--- config.mk ---
export PLATFORM = sky130hd
export DESIGN_NAME = burst_addr_seq
export DESIGN_NICKNAME = d
export VERILOG_FILES = /design/src/rtl/burst_pkg.sv /design/src/rtl/burst_beat_reg.sv /design/src/rtl/burst_order_map.sv /design/src/rtl/burst_addr_seq.sv
export SDC_FILE = /design/constraint.sdc
export NUM_CORES = 1
export LEC_CHECK = 0
export BUFFER_PORTS_ARGS = -buffer_cell sky130_fd_sc_hd__buf_2
export CORE_MARGIN = 8
export CORE_UTILIZATION = 25
export DETAILED_ROUTE_END_ITERATION = 10
export PLACE_DENSITY_LB_ADDON = 0.1
export SLEW_MARGIN = 15
export SYNTH_ARGS = -nofsm -noshare
export SYNTH_HDL_FRONTEND = slang
export SYNTH_HIERARCHICAL = 1
export SYNTH_SLANG_ARGS = --single-unit
export TNS_END_PERCENT = 5
--- constraint.sdc ---
create_clock -name clk -period 2.02 [get_ports clk]
set_input_delay 0.404 -clock clk [delete_from_list [all_inputs] [get_ports clk]]
set_output_delay 0.404 -clock clk [all_outputs]
set_load 0.01 [all_outputs]
--- src/rtl/burst_pkg.sv ---
package burst_pkg;
  typedef enum logic {
    ORD_LINEAR = 1'b0,
    ORD_XOR    = 1'b1
  } burst_order_e;
endpackage

--- src/rtl/burst_beat_reg.sv ---
module burst_beat_reg #(
  parameter int ADDR_W = 16,
  parameter int BEAT_W = 2
) (
  input  logic              clk,
  input  logic              rst,
  input  logic              en,
  input  logic              load,
  input  logic [ADDR_W-1:0] addr_in,
  output logic [ADDR_W-1:0] base_sel,
  output logic [BEAT_W-1:0] beat_nxt
);
  logic [ADDR_W-1:0] base_q;
  logic [BEAT_W-1:0] beat_q;

  // Load restarts at beat 0 on the new address; advance steps modulo 2**BEAT_W.
  assign beat_nxt = load ? '0 : beat_q + 1'b1;
  assign base_sel = load ? addr_in : base_q;

  always_ff @(posedge clk) begin
    if (rst) begin
      base_q <= '0;
      beat_q <= '0;
    end else if (en) begin
      base_q <= base_sel;
      beat_q <= beat_nxt;
    end
  end

  // disabled cycles leave all state untouched
  p_hold_r8: assert property (@(posedge clk) disable iff (rst)
    !en |=> ($stable(base_q) && $stable(beat_q)));
endmodule

--- src/rtl/burst_order_map.sv ---
module burst_order_map
  import burst_pkg::*;
#(
  parameter int BEAT_W = 2
) (
  input  burst_order_e      order,
  input  logic [BEAT_W-1:0] start_lo,
  input  logic [BEAT_W-1:0] beat,
  output logic [BEAT_W-1:0] offs
);
  logic [BEAT_W-1:0] lin_offs;
  logic [BEAT_W-1:0] xor_offs;

  assign lin_offs = start_lo + beat;

  for (genvar b = 0; b < BEAT_W; b++) begin : g_xor_bit
    assign xor_offs[b] = start_lo[b] ^ beat[b];
  end

  assign offs = (order == ORD_XOR) ? xor_offs : lin_offs;
endmodule

--- src/rtl/burst_addr_seq.sv ---
module burst_addr_seq
  import burst_pkg::*;
#(
  parameter int ADDR_W = 16,
  parameter int BEAT_W = 2
) (
  input  logic              clk,
  input  logic              rst,
  input  logic              en,
  input  logic              adv,
  input  logic              order_sel,
  input  logic [ADDR_W-1:0] addr_in,
  output logic [ADDR_W-1:0] addr_out
);
  localparam int HI_W = ADDR_W - BEAT_W;

  logic [ADDR_W-1:0] base_sel;
  logic [BEAT_W-1:0] beat_nxt;
  logic [BEAT_W-1:0] offs;
  burst_order_e      order;

  assign order = burst_order_e'(order_sel);

  burst_beat_reg #(.ADDR_W(ADDR_W), .BEAT_W(BEAT_W)) u_beat (
    .clk      (clk),
    .rst      (rst),
    .en       (en),
    .load     (!adv),
    .addr_in  (addr_in),
    .base_sel (base_sel),
    .beat_nxt (beat_nxt)
  );

  burst_order_map #(.BEAT_W(BEAT_W)) u_map (
    .order    (order),
    .start_lo (base_sel[BEAT_W-1:0]),
    .beat     (beat_nxt),
    .offs     (offs)
  );

  assign addr_out = {base_sel[ADDR_W-1:BEAT_W], offs};

  // a load cycle presents the incoming address unchanged
  p_load_thru_r1: assert property (@(posedge clk) disable iff (rst)
    (en && !adv) |-> (addr_out == addr_in));

  // the first advance after a load keeps the loaded upper bits
  p_upper_keep_r2: assert property (@(posedge clk) disable iff (rst)
    (en && !adv) ##1 (en && adv) |->
      (addr_out[ADDR_W-1:BEAT_W] == $past(addr_in[ADDR_W-1:BEAT_W])));

  // consecutive linear advances step the low bits by one
  p_linear_step_r4: assert property (@(posedge clk) disable iff (rst)
    (en && adv && !order_sel) ##1 (en && adv && !order_sel) |->
      (addr_out[BEAT_W-1:0] == $past(addr_out[BEAT_W-1:0]) + 1'b1));

  // the first interleaved beat flips bit 0 of the loaded start
  p_xor_first_r5: assert property (@(posedge clk) disable iff (rst)
    (en && !adv) ##1 (en && adv && order_sel) |->
      (addr_out[BEAT_W-1:0] == ($past(addr_in[BEAT_W-1:0]) ^ BEAT_W'(1))));

  // HI_W is kept for readers sizing the upper field
  initial begin
    if (HI_W < 1) $display("burst_addr_seq: ADDR_W must exceed BEAT_W");
  end
endmodule

==> flow_results.xml, run 1 <==
<?xml version="1.0" encoding="UTF-8"?>
<metrics>
  <group name="logic_synthesis">
    <metric name="synth_largest_type_area_fraction" unit="">0.337</metric>
    <metric name="synth.yosys.seq_area_share" unit="">0.337</metric>
    <metric name="postSynthAreaPerCell" unit="um2">9.81</metric>
    <metric name="synth_top_cells_by_area" unit="">dfxtp_1 34%, mux2_1 17%, a21bo_1 14%</metric>
    <metric name="ys_ff_latch" unit="">18</metric>
    <metric name="synthFlopType" unit="">dfxtp_1</metric>
    <metric name="synth.largest_area_cell" unit="">dfxtp_1</metric>
    <metric name="synth_cell_type_count" unit="">19</metric>
    <metric name="mappedNetlistNets" unit="">131</metric>
    <metric name="synthArstFlopShare" unit="">0</metric>
    <metric name="mappedNetlistArea" unit="um2">1070</metric>
    <metric name="synthesis.yosys.warnings" unit="">6</metric>
    <metric name="synth-edff-count" unit="">0</metric>
    <metric name="postSynthCellCount" unit="">109</metric>
  </group>
  <group name="worst_hold_path">
    <metric name="hold_path_depth" unit="">3</metric>
    <metric name="worst_hold_path_type" unit="">in -&gt; reg</metric>
    <metric name="launch_instance_of_the_worst_min_delay_path" unit="">addr_in[15]</metric>
    <metric name="hold_worst_path_end" unit="">u_beat/base_q[15]</metric>
  </group>
  <group name="drt">
    <metric name="drtIter0Drc" unit="">27</metric>
    <metric name="via_count_normalized_by_instance_count" unit="">4.66</metric>
    <metric name="detail-route-antenna-nets" unit="">0</metric>
    <metric name="vias" unit="">890</metric>
    <metric name="wire_per_inst" unit="um">13.6</metric>
    <metric name="wl" unit="um">2590</metric>
    <metric name="drt_pre_antenna_iters" unit="">3</metric>
    <metric name="residual_drc_count" unit="">0</metric>
  </group>
  <group name="place">
    <metric name="detailedPlacementHpwl" unit="um">1810</metric>
    <metric name="postPlaceCellArea" unit="um2">1260</metric>
    <metric name="globalplace.congestion" unit="">0.651</metric>
    <metric name="io_buffer_count" unit="">36</metric>
  </group>
  <group name="global_routing">
    <metric name="gr-total-overflow" unit="">0</metric>
    <metric name="grt_pass1_wl" unit="um">4100</metric>
    <metric name="grt_antenna_before_repair" unit="">0</metric>
    <metric name="maximum_number_of_pins_on_one_net_before_global_route_repair" unit="">34</metric>
    <metric name="first_global_vias" unit="">866</metric>
    <metric name="globalRouteTotalUtil" unit="">0.0801</metric>
  </group>
  <group name="pwr">
    <metric name="power.ir.vdd_worst" unit="mV">0.266</metric>
    <metric name="share_seq_of_total_power" unit="">0.451</metric>
    <metric name="p_int" unit="mW">0.626</metric>
    <metric name="p_per_area" unit="nW/um2">640</metric>
    <metric name="netSwitchingPower" unit="mW">0.214</metric>
    <metric name="power_switching_share" unit="">0.254</metric>
    <metric name="power.share.combinational" unit="">0.201</metric>
    <metric name="cellLeakagePower" unit="nW">0.572</metric>
    <metric name="power.clock.fraction" unit="">0.348</metric>
  </group>
  <group name="setup_path">
    <metric name="critPathMaxStageDelay" unit="ps">340</metric>
    <metric name="r2r-end" unit="">u_beat/beat_q[0]</metric>
    <metric name="timing.critical_path.max_delay_family" unit="">buffers and inverters</metric>
    <metric name="critical_path.startpoint_type" unit="">primary input</metric>
    <metric name="worst-r2r-setup-slack" unit="ps">1080</metric>
    <metric name="reg2reg_from" unit="">u_beat/beat_q[0]</metric>
    <metric name="worst_ep_required_time" unit="ps">1620</metric>
    <metric name="reg2reg_path_depth" unit="">2</metric>
    <metric name="worst-path-buf-inv" unit="">3</metric>
    <metric name="data_arrival_time_of_the_critical_path" unit="ps">1530</metric>
    <metric name="crit_top_cell" unit="">buf_2</metric>
    <metric name="crit_path_cell_trace" unit="">buf_2, inv_1, mux2_1, ha_1, nor2b_1, xnor2_1, buf_2</metric>
    <metric name="critical-path-slowest-cell" unit="">mux2_1</metric>
    <metric name="setup.worst_path.class" unit="">in -&gt; out</metric>
    <metric name="critPathCaptureType" unit="">output pin</metric>
    <metric name="timing.critical_path.depth" unit="">7</metric>
    <metric name="crit_path_max_fanout" unit="">4</metric>
  </group>
  <group name="floorplanning">
    <metric name="pin_count" unit="">37</metric>
    <metric name="fp.dieH" unit="um">81.4</metric>
    <metric name="die_x" unit="um">81.4</metric>
    <metric name="design.die.area" unit="um2">6630</metric>
    <metric name="fp.coreArea" unit="um2">4060</metric>
    <metric name="rows" unit="">23</metric>
    <metric name="floorplan.initialDensity" unit="">0.264</metric>
  </group>
  <group name="cells_and_area">
    <metric name="areaGrowthSynthToFinish" unit="%">22.7</metric>
    <metric name="layout.filler_cells" unit="">417</metric>
    <metric name="num-nets-final" unit="">164</metric>
    <metric name="n_antenna_cell" unit="">0</metric>
    <metric name="area_of_combinational_cells_with_multiple_inputs" unit="um2">608</metric>
    <metric name="layout.cell_area.non_filler" unit="um2">1310</metric>
    <metric name="mostFrequentLayoutCell" unit="">buf_2</metric>
    <metric name="fraction_of_final_layout_cells_sized_beyond_drive_strength_1" unit="">0.326</metric>
    <metric name="mostFrequentLayoutCells" unit="">36 x buf_2, 18 x dfxtp_1, 16 x mux2_1, 16 x nand3_1, 16 x a21oi_1</metric>
    <metric name="regArea" unit="um2">360</metric>
  </group>
  <group name="timing">
    <metric name="rsz0062_at_grt" unit="">false</metric>
    <metric name="slew_headroom" unit="">0.741</metric>
    <metric name="achievable-frequency" unit="MHz">518</metric>
    <metric name="finalMaxSlewViolations" unit="">0</metric>
    <metric name="finalCriticalPeriod" unit="ps">1930</metric>
    <metric name="finalHoldViolCount" unit="">0</metric>
    <metric name="worstMarginPinSlew" unit="ps">389</metric>
    <metric name="layout_worst_path_cycle_share" unit="">0.956</metric>
    <metric name="finalSetupViolCount" unit="">0</metric>
    <metric name="setup_tns" unit="ps">0</metric>
    <metric name="skew" unit="ps">0.0352</metric>
  </group>
  <group name="run">
    <metric name="cap_violations" unit="">0</metric>
  </group>
  <group name="cts">
    <metric name="post-cts-setup-buffers" unit="">0</metric>
    <metric name="clock_sinks" unit="">18</metric>
    <metric name="clkSlewWorstSetupHoldPaths" unit="ps">70</metric>
    <metric name="cts_tree" unit="">done</metric>
    <metric name="clk_latency" unit="ps">250</metric>
    <metric name="clock-root-buffer" unit="">clkbuf_8</metric>
    <metric name="cts_inserted_buffers" unit="">3</metric>
    <metric name="cts_resized" unit="">0</metric>
    <metric name="holdBufCountCts" unit="">0</metric>
    <metric name="clockBufferDepth" unit="">2</metric>
    <metric name="h-tree-depth" unit="">1</metric>
  </group>
  <group name="status">
    <metric name="status" unit="">complete, no violations</metric>
  </group>
</metrics>
-- worst register-to-register path: stages (launching register included) --
cell,delay [ps]
dfxtp_1,370
or3b_1,400
a21oi_2,110
-- synth_stat cells (2+ instances only) --
master	instances
nor2b_1	2
nor2_1	2
a21bo_1	15
mux2_1	16
dfxtp_1	18
xnor2_1	3
nand3_1	16
buf_2	6
a21oi_1	16
buf_6	6
-- registers in the layout (all words and copies together) (netlist names) --
name           flops
u_beat/base_q     16
u_beat/beat_q      2
-- through the flow --
step           hold WS, ps  utilization  worst slack (ps)  std cells  total power, mW
2_1_floorplan          522            -              52.7        109            0.502
3_3_place_gp           554        0.310               117        187            0.554
3_5_place_dp           560        0.310              76.1        187            0.558
4_1_cts                415        0.323              75.4        191            0.859
5_1_grt                415        0.323              20.0        191            0.892
6_report               422        0.323              88.4        191            0.840
-- per-layer routing --
| metal | vias to the layer above | global-route usage | part of all wire | routed length (um) |
|---|---|---|---|---|
| li1 | 452 | - | - | - |
| met1 | 409 | 0.0868 | 0.44 | 1140 |
| met2 | 27 | 0.131 | 0.46 | 1180 |
| met3 | 2 | 0.0426 | 0.097 | 250 |
| met4 | 0 | 0.0268 | 0.0089 | 23 |
| met5 | - | 0 | 0 | 0 |
-- kinds of logic after synthesis --
family / synth area share
AO/OA/AOI/OAI: 0.246
AND/OR/NAND/NOR: 0.118
flip-flops: 0.337
multiplexers: 0.168
buffers and inverters: 0.0947
XOR/XNOR: 0.0246
adder cells (fa/ha/maj): 0.0117
-- power groups by stage --
stage / logic (mW) / clock network (mW) / registers (mW)
2_1_floorplan: 0.118 / 0 / 0.384
3_3_place_gp: 0.168 / 0 / 0.386
3_5_place_dp: 0.171 / 0 / 0.387
4_1_cts: 0.173 / 0.307 / 0.379
5_1_grt: 0.188 / 0.323 / 0.381
6_report: 0.169 / 0.292 / 0.379
-- cell type report --
cell class | instances | area share
Sequential cell | 18 | 0.275
Clock buffer | 4 | 0.0419
Tap cell | 50 | 0.0477
Timing Repair Buffer | 40 | 0.170
Multi-Input combinational cell | 78 | 0.463
Inverter | 1 | 0.00286
-- worst max path at each step --
stage / from / to / slack (ps)
finish: adv / addr_out[1] / 90
global route: adv / addr_out[1] / 20
CTS: adv / addr_out[1] / 80
detailed placement: adv / addr_out[1] / 80
global placement: adv / addr_out[1] / 120
floorplan: adv / addr_out[1] / 50
(Power assumes the default switching activity.)
==> inputs of run 2 (changes only) <==
Settings changed: CAP_MARGIN from default to 20, CELL_PAD_IN_SITES_DETAIL_PLACEMENT from default to 1, CELL_PAD_IN_SITES_GLOBAL_PLACEMENT from default to 1.
==> run 2 against run 1 <==
Effect of this change: register-to-register slack is essentially flat; sequential share of layout area did not move; non-clock buffer count stayed put; global-route usage up 0.31 points; worst setup slack better by 24 ps; routed wire length up 2.0%; count of clock-buffer cells in the layout unchanged; die area unchanged; total power increased by 0.49%; worst hold slack worse by 2.2 ps; via count increased by 2.0%; critical endpoint unchanged; highest routed layer unchanged.
==> flow_results.xml, run 2 (same netlist as run 1, synthesis figures left out) <==
<?xml version="1.0" encoding="UTF-8"?>
<metrics>
  <group name="status">
    <metric name="status" unit="">complete, no violations</metric>
  </group>
  <group name="floorplanning">
    <metric name="rows" unit="">23</metric>
    <metric name="floorplan.initialDensity" unit="">0.264</metric>
    <metric name="fp.dieH" unit="um">81.4</metric>
    <metric name="pin_count" unit="">37</metric>
    <metric name="die_x" unit="um">81.4</metric>
    <metric name="fp.coreArea" unit="um2">4060</metric>
    <metric name="design.die.area" unit="um2">6630</metric>
  </group>
  <group name="cts">
    <metric name="clk_latency" unit="ps">250</metric>
    <metric name="holdBufCountCts" unit="">0</metric>
    <metric name="clock_sinks" unit="">18</metric>
    <metric name="clockBufferDepth" unit="">2</metric>
    <metric name="clock-root-buffer" unit="">clkbuf_8</metric>
    <metric name="cts_tree" unit="">done</metric>
    <metric name="h-tree-depth" unit="">1</metric>
    <metric name="clkSlewWorstSetupHoldPaths" unit="ps">70</metric>
    <metric name="cts_inserted_buffers" unit="">3</metric>
  </group>
  <group name="cells_and_area">
    <metric name="finalNonFillerCells" unit="">191</metric>
    <metric name="largestRegisters" unit="">u_beat/base_q (16), u_beat/beat_q (2)</metric>
    <metric name="num-nets-final" unit="">164</metric>
    <metric name="mostFrequentLayoutCell" unit="">buf_2</metric>
    <metric name="areaGrowthSynthToFinish" unit="%">22.7</metric>
    <metric name="fraction_of_final_layout_cells_sized_beyond_drive_strength_1" unit="">0.333</metric>
    <metric name="largest_reg_flops" unit="">16</metric>
    <metric name="mostFrequentLayoutCells" unit="">36 x buf_2, 18 x dfxtp_1, 16 x mux2_1, 16 x nand3_1, 16 x a21oi_1</metric>
    <metric name="top_reg_by_flops" unit="">u_beat/base_q</metric>
    <metric name="n_antenna_cell" unit="">0</metric>
  </group>
  <group name="timing">
    <metric name="layout_worst_path_cycle_share" unit="">0.944</metric>
    <metric name="skew" unit="ps">2.83</metric>
    <metric name="rsz0062_at_grt" unit="">false</metric>
    <metric name="worstMarginPinSlew" unit="ps">376</metric>
    <metric name="finalMaxSlewViolations" unit="">0</metric>
    <metric name="setup_tns" unit="ps">0</metric>
    <metric name="finalCriticalPeriod" unit="ps">1910</metric>
    <metric name="slew_headroom" unit="">0.749</metric>
    <metric name="finalSetupViolCount" unit="">0</metric>
    <metric name="worst_slack" unit="ps">113</metric>
    <metric name="achievable-frequency" unit="MHz">524</metric>
    <metric name="hold_slack" unit="ps">420</metric>
    <metric name="finalHoldViolCount" unit="">0</metric>
  </group>
  <group name="drt">
    <metric name="vias" unit="">908</metric>
    <metric name="drt_pre_antenna_iters" unit="">4</metric>
    <metric name="wl" unit="um">2640</metric>
    <metric name="drtIter0Drc" unit="">13</metric>
    <metric name="via_count_normalized_by_instance_count" unit="">4.75</metric>
    <metric name="detail-route-antenna-nets" unit="">0</metric>
    <metric name="residual_drc_count" unit="">0</metric>
    <metric name="wire_per_inst" unit="um">13.8</metric>
  </group>
  <group name="place">
    <metric name="pre_cts_slack" unit="ps">53.4</metric>
    <metric name="io_buffer_count" unit="">36</metric>
    <metric name="detailedPlacementHpwl" unit="um">1940</metric>
    <metric name="globalplace.congestion" unit="">0.627</metric>
    <metric name="dpl.cell_count" unit="">187</metric>
  </group>
  <group name="pwr">
    <metric name="p_per_area" unit="nW/um2">643</metric>
    <metric name="cellLeakagePower" unit="nW">0.570</metric>
    <metric name="power.ir.vdd_worst" unit="mV">0.297</metric>
  </group>
  <group name="global_routing">
    <metric name="first_global_vias" unit="">998</metric>
    <metric name="grt_antenna_before_repair" unit="">0</metric>
    <metric name="gr-total-overflow" unit="">0</metric>
    <metric name="globalRouteTotalUtil" unit="">0.0833</metric>
    <metric name="maximum_number_of_pins_on_one_net_before_global_route_repair" unit="">25</metric>
    <metric name="grt_pass1_wl" unit="um">4490</metric>
  </group>
  <group name="setup_path">
    <metric name="setup.worst_path.class" unit="">in -&gt; out</metric>
    <metric name="critical_path.startpoint_type" unit="">primary input</metric>
    <metric name="critPathCaptureType" unit="">output pin</metric>
    <metric name="data_arrival_time_of_the_critical_path" unit="ps">1500</metric>
    <metric name="crit_path_max_fanout" unit="">4</metric>
    <metric name="worst_ep_required_time" unit="ps">1620</metric>
  </group>
  <group name="run">
    <metric name="cap_violations" unit="">0</metric>
  </group>
  <group name="worst_hold_path">
    <metric name="worst_hold_path_type" unit="">in -&gt; reg</metric>
  </group>
</metrics>
[run 2: final cells by class]
| type | instances | area, um2 |
|---|---|---|
| clock buffers | 4 | 55.1 |
| fillers | 480 | 2750 |
| inverters | 1 | 3.75 |
| multi-input cells | 78 | 608 |
| flip-flops and latches | 18 | 360 |
| well taps | 50 | 62.6 |
| repair buffers | 40 | 223 |
[run 2: through the flow]
stage          utilization  power, mW  instance area, um2
3_3_place_gp         0.310      0.556                1260
6_report             0.323      0.844                1310
4_1_cts              0.323      0.866                1310
5_1_grt              0.323      0.903                1310
2_1_floorplan            -      0.502                1070
3_5_place_dp         0.310      0.560                1260
[run 2: critical path, cell delays in order]
cell,delay (ps)
buf_2,100
inv_2,70
mux2_1,330
ha_1,190
nor2b_1,130
xnor2_1,120
buf_2,150
[run 2: final timing paths]
check | startpoint | endpoint | slack, ps | cells after the start
max reg2reg | u_beat/beat_q[0] | u_beat/beat_q[0] | 1070 | 2
min reg2reg | u_beat/base_q[6] | u_beat/base_q[6] | 570 | 2
max | adv | addr_out[1] | 110 | 7
min | addr_in[6] | u_beat/base_q[6] | 420 | 3
[run 2: routing by layer]
layer,routed length [um],up-vias,track usage
met5,0,-,0
met2,1280,24,0.145
met3,206,2,0.0382
met1,1140,430,0.0892
met4,19,0,0.0214
li1,-,452,-
[run 2: what timing repair did]
item,in CTS,in global routing
endpoints found under the hold margin,0,0
setup endpoints to repair,0,1
resized for setup,0,1
setup buffers,0,0
[run 2: where the power goes]
group,total [mW],leakage [nW],switching (mW),internal [mW]
registers,0.379,0.147,0.00829,0.371
logic,0.170,0.395,0.0870,0.0828
clock network,0.295,0.0288,0.122,0.173
==> inputs of run 3 (changes only) <==
Settings changed: ABC_AREA from default to 1.
==> run 3 against run 2 <==
Effect of this change: register-to-register slack better by 160 ps; synthesized cell count is 55% higher; first-iteration DRC count increased by 69%; via count is 20% higher; critical path depth up 4; clock power up 1%; total power grew 5.9%; routed wire length is 21% higher; clock skew is 2.2 ps lower.
==> flow_results.xml, run 3 <==
<?xml version="1.0" encoding="UTF-8"?>
<metrics>
  <group name="drt">
    <metric name="vias" unit="">1088</metric>
    <metric name="residual_drc_count" unit="">0</metric>
    <metric name="drt_pre_antenna_iters" unit="">4</metric>
    <metric name="detail-route-antenna-nets" unit="">0</metric>
    <metric name="wire_per_inst" unit="um">12.6</metric>
    <metric name="drtIter0Drc" unit="">22</metric>
    <metric name="via_count_normalized_by_instance_count" unit="">4.28</metric>
    <metric name="wl" unit="um">3210</metric>
  </group>
  <group name="setup_path">
    <metric name="critPathCaptureType" unit="">output pin</metric>
    <metric name="critPathMaxStageDelay" unit="ps">220</metric>
    <metric name="crit_path_max_fanout" unit="">9</metric>
    <metric name="crit_top_cell" unit="">nand2_1</metric>
    <metric name="setup.worst_path.class" unit="">in -&gt; out</metric>
    <metric name="worst_ep_required_time" unit="ps">1620</metric>
    <metric name="critical-path-slowest-cell" unit="">ha_1</metric>
    <metric name="data_arrival_time_of_the_critical_path" unit="ps">1500</metric>
    <metric name="crit_path_cell_trace" unit="">buf_2, inv_1, inv_6, nand2_1, nand2_1, ha_1, nand2_1, nand3_1, nand2_1, inv_1, buf_2</metric>
    <metric name="critical_path.startpoint_type" unit="">primary input</metric>
  </group>
  <group name="pwr">
    <metric name="p_per_area" unit="nW/um2">688</metric>
    <metric name="cellLeakagePower" unit="nW">0.788</metric>
    <metric name="power.share.combinational" unit="">0.224</metric>
    <metric name="power.clock.fraction" unit="">0.334</metric>
    <metric name="power.ir.vdd_worst" unit="mV">0.218</metric>
    <metric name="power_switching_share" unit="">0.293</metric>
    <metric name="p_total" unit="mW">0.894</metric>
    <metric name="p_int" unit="mW">0.632</metric>
    <metric name="share_seq_of_total_power" unit="">0.441</metric>
    <metric name="netSwitchingPower" unit="mW">0.262</metric>
  </group>
  <group name="logic_synthesis">
    <metric name="synthFlopType" unit="">dfxtp_1</metric>
    <metric name="synthArstFlopShare" unit="">0</metric>
    <metric name="synth_largest_type_area_fraction" unit="">0.347</metric>
    <metric name="synth_cell_type_count" unit="">14</metric>
    <metric name="synth_top_cells_by_area" unit="">dfxtp_1 35%, nand2_1 15%, nor2_1 12%</metric>
    <metric name="mappedNetlistArea" unit="um2">1040</metric>
    <metric name="synthMostInstantiatedCell" unit="">nand2_1</metric>
    <metric name="postSynthAreaPerCell" unit="um2">6.14</metric>
    <metric name="ys_ff_latch" unit="">18</metric>
    <metric name="synth-edff-count" unit="">0</metric>
    <metric name="ys_top_cells_by_count" unit="">41 x nand2_1, 33 x nor2_1, 28 x inv_1</metric>
    <metric name="postSynthCellCount" unit="">169</metric>
    <metric name="synthesis.yosys.warnings" unit="">6</metric>
    <metric name="synth.largest_area_cell" unit="">dfxtp_1</metric>
    <metric name="synth.yosys.seq_area_share" unit="">0.347</metric>
    <metric name="mappedNetlistNets" unit="">191</metric>
  </group>
  <group name="cells_and_area">
    <metric name="largestRegisters" unit="">u_beat/base_q (16), u_beat/beat_q (2)</metric>
    <metric name="largest_reg_flops" unit="">16</metric>
    <metric name="area_of_combinational_cells_with_multiple_inputs" unit="um2">505</metric>
    <metric name="n_antenna_cell" unit="">0</metric>
    <metric name="areaGrowthSynthToFinish" unit="%">25.2</metric>
    <metric name="num-nets-final" unit="">227</metric>
    <metric name="mostFrequentLayoutCells" unit="">41 x nand2_1, 36 x buf_2, 33 x nor2_1</metric>
    <metric name="fraction_of_final_layout_cells_sized_beyond_drive_strength_1" unit="">0.294</metric>
    <metric name="regArea" unit="um2">360</metric>
    <metric name="finalNonFillerCells" unit="">254</metric>
    <metric name="mostFrequentLayoutCell" unit="">nand2_1</metric>
    <metric name="utilization" unit="">0.325</metric>
    <metric name="layout.filler_cells" unit="">534</metric>
    <metric name="top_reg_by_flops" unit="">u_beat/base_q</metric>
  </group>
  <group name="cts">
    <metric name="holdBufCountCts" unit="">0</metric>
    <metric name="post-cts-setup-buffers" unit="">0</metric>
    <metric name="clkSlewWorstSetupHoldPaths" unit="ps">70</metric>
    <metric name="cts_inserted_buffers" unit="">3</metric>
    <metric name="clk_latency" unit="ps">250</metric>
    <metric name="cts_tree" unit="">done</metric>
    <metric name="clockBufferDepth" unit="">2</metric>
    <metric name="clock_sinks" unit="">18</metric>
    <metric name="clock-root-buffer" unit="">clkbuf_8</metric>
    <metric name="cts_resized" unit="">0</metric>
    <metric name="h-tree-depth" unit="">1</metric>
  </group>
  <group name="floorplanning">
    <metric name="fp.coreArea" unit="um2">4000</metric>
    <metric name="floorplan.initialDensity" unit="">0.260</metric>
    <metric name="pin_count" unit="">37</metric>
    <metric name="fp.dieH" unit="um">80.5</metric>
    <metric name="rows" unit="">23</metric>
    <metric name="die_x" unit="um">80.5</metric>
    <metric name="design.die.area" unit="um2">6470</metric>
  </group>
  <group name="timing">
    <metric name="achievable-frequency" unit="MHz">526</metric>
    <metric name="slew_headroom" unit="">0.628</metric>
    <metric name="setup_tns" unit="ps">0</metric>
    <metric name="layout_worst_path_cycle_share" unit="">0.940</metric>
    <metric name="worstMarginPinSlew" unit="ps">557</metric>
    <metric name="finalSetupViolCount" unit="">0</metric>
    <metric name="hold_slack" unit="ps">450</metric>
    <metric name="rsz0062_at_grt" unit="">false</metric>
    <metric name="finalCriticalPeriod" unit="ps">1900</metric>
    <metric name="skew" unit="ps">0.602</metric>
    <metric name="finalMaxSlewViolations" unit="">0</metric>
    <metric name="finalHoldViolCount" unit="">0</metric>
  </group>
  <group name="global_routing">
    <metric name="globalRouteTotalUtil" unit="">0.100</metric>
    <metric name="first_global_vias" unit="">1137</metric>
    <metric name="grt_antenna_before_repair" unit="">0</metric>
    <metric name="maximum_number_of_pins_on_one_net_before_global_route_repair" unit="">21</metric>
    <metric name="gr-total-overflow" unit="">0</metric>
    <metric name="grt_pass1_wl" unit="um">5110</metric>
  </group>
  <group name="place">
    <metric name="io_buffer_count" unit="">36</metric>
    <metric name="globalplace.congestion" unit="">0.695</metric>
    <metric name="dpl.cell_count" unit="">250</metric>
    <metric name="detailedPlacementHpwl" unit="um">2420</metric>
  </group>
  <group name="status">
    <metric name="status" unit="">complete, no violations</metric>
  </group>
  <group name="worst_hold_path">
    <metric name="worst_hold_path_type" unit="">in -&gt; reg</metric>
  </group>
  <group name="run">
    <metric name="cap_violations" unit="">0</metric>
  </group>
</metrics>
==> run 3: changes by cell type after synthesis, sizes merged, moves of 13 or more <==
cell	change
nand2	+57
nor2	+31
inv	+28
o21ai	+17
a21bo	-16
mux2	-16
a21oi	-15
nand3	-13
==> run 3: final cells by class <==
| class | count | share of cell area |
|---|---|---|
| repair buffers | 39 | 0.156 |
| inverters | 29 | 0.0876 |
| clock buffers | 4 | 0.0423 |
| multi-input cells | 114 | 0.389 |
| well taps | 50 | 0.0481 |
| flip-flops and latches | 18 | 0.277 |
==> run 3: routing by layer <==
| layer | GRT usage | wire (um) | up-vias |
|---|---|---|---|
| met4 | 0.0327 | 22 | 0 |
| met2 | 0.180 | 1580 | 18 |
| li1 | - | - | 567 |
| met5 | 0 | 0 | - |
| met1 | 0.110 | 1460 | 501 |
| met3 | 0.0279 | 136 | 2 |
==> run 3: worst max-delay path, delay by kind of cell <==
family	cells	cell delay, ps
fa+ha+maj	1	220
simple gates	5	330
buf+inv	5	540
==> run 3: worst paths after layout <==
check / startpoint / end / depth (start not counted) / slack, ps
max: adv / addr_out[1] / 11 / 120
min: addr_in[12] / u_beat/base_q[12] / 5 / 450
max reg2reg: u_beat/base_q[1] / u_beat/base_q[1] / 4 / 1230
min reg2reg: u_beat/base_q[12] / u_beat/base_q[12] / 4 / 570
==> run 3: cells by family after synthesis <==
| logic type | synth area share |
|---|---|
| AOI/OAI and AO/OA | 0.0964 |
| buffers and inverters | 0.166 |
| DFF | 0.347 |
| adders and majority gates | 0.0120 |
| and+or+nand+nor | 0.378 |
==> run 3: power groups by stage <==
stage | Combinational (mW) | Sequential (mW) | Clock (mW)
after global routing | 0.227 | 0.397 | 0.337
final | 0.200 | 0.395 | 0.299
after global placement | 0.198 | 0.402 | 0
after detailed placement | 0.206 | 0.403 | 0
after CTS | 0.206 | 0.394 | 0.314
after floorplan | 0.134 | 0.400 | 0
==> run 3: stage by stage <==
stage | instance area (um2) | worst slack, ps
floorplan | 1040 | 317
global placement | 1240 | 146
detailed placement | 1240 | 106
CTS | 1300 | 108
global route | 1300 | 6.75
finish | 1300 | 121
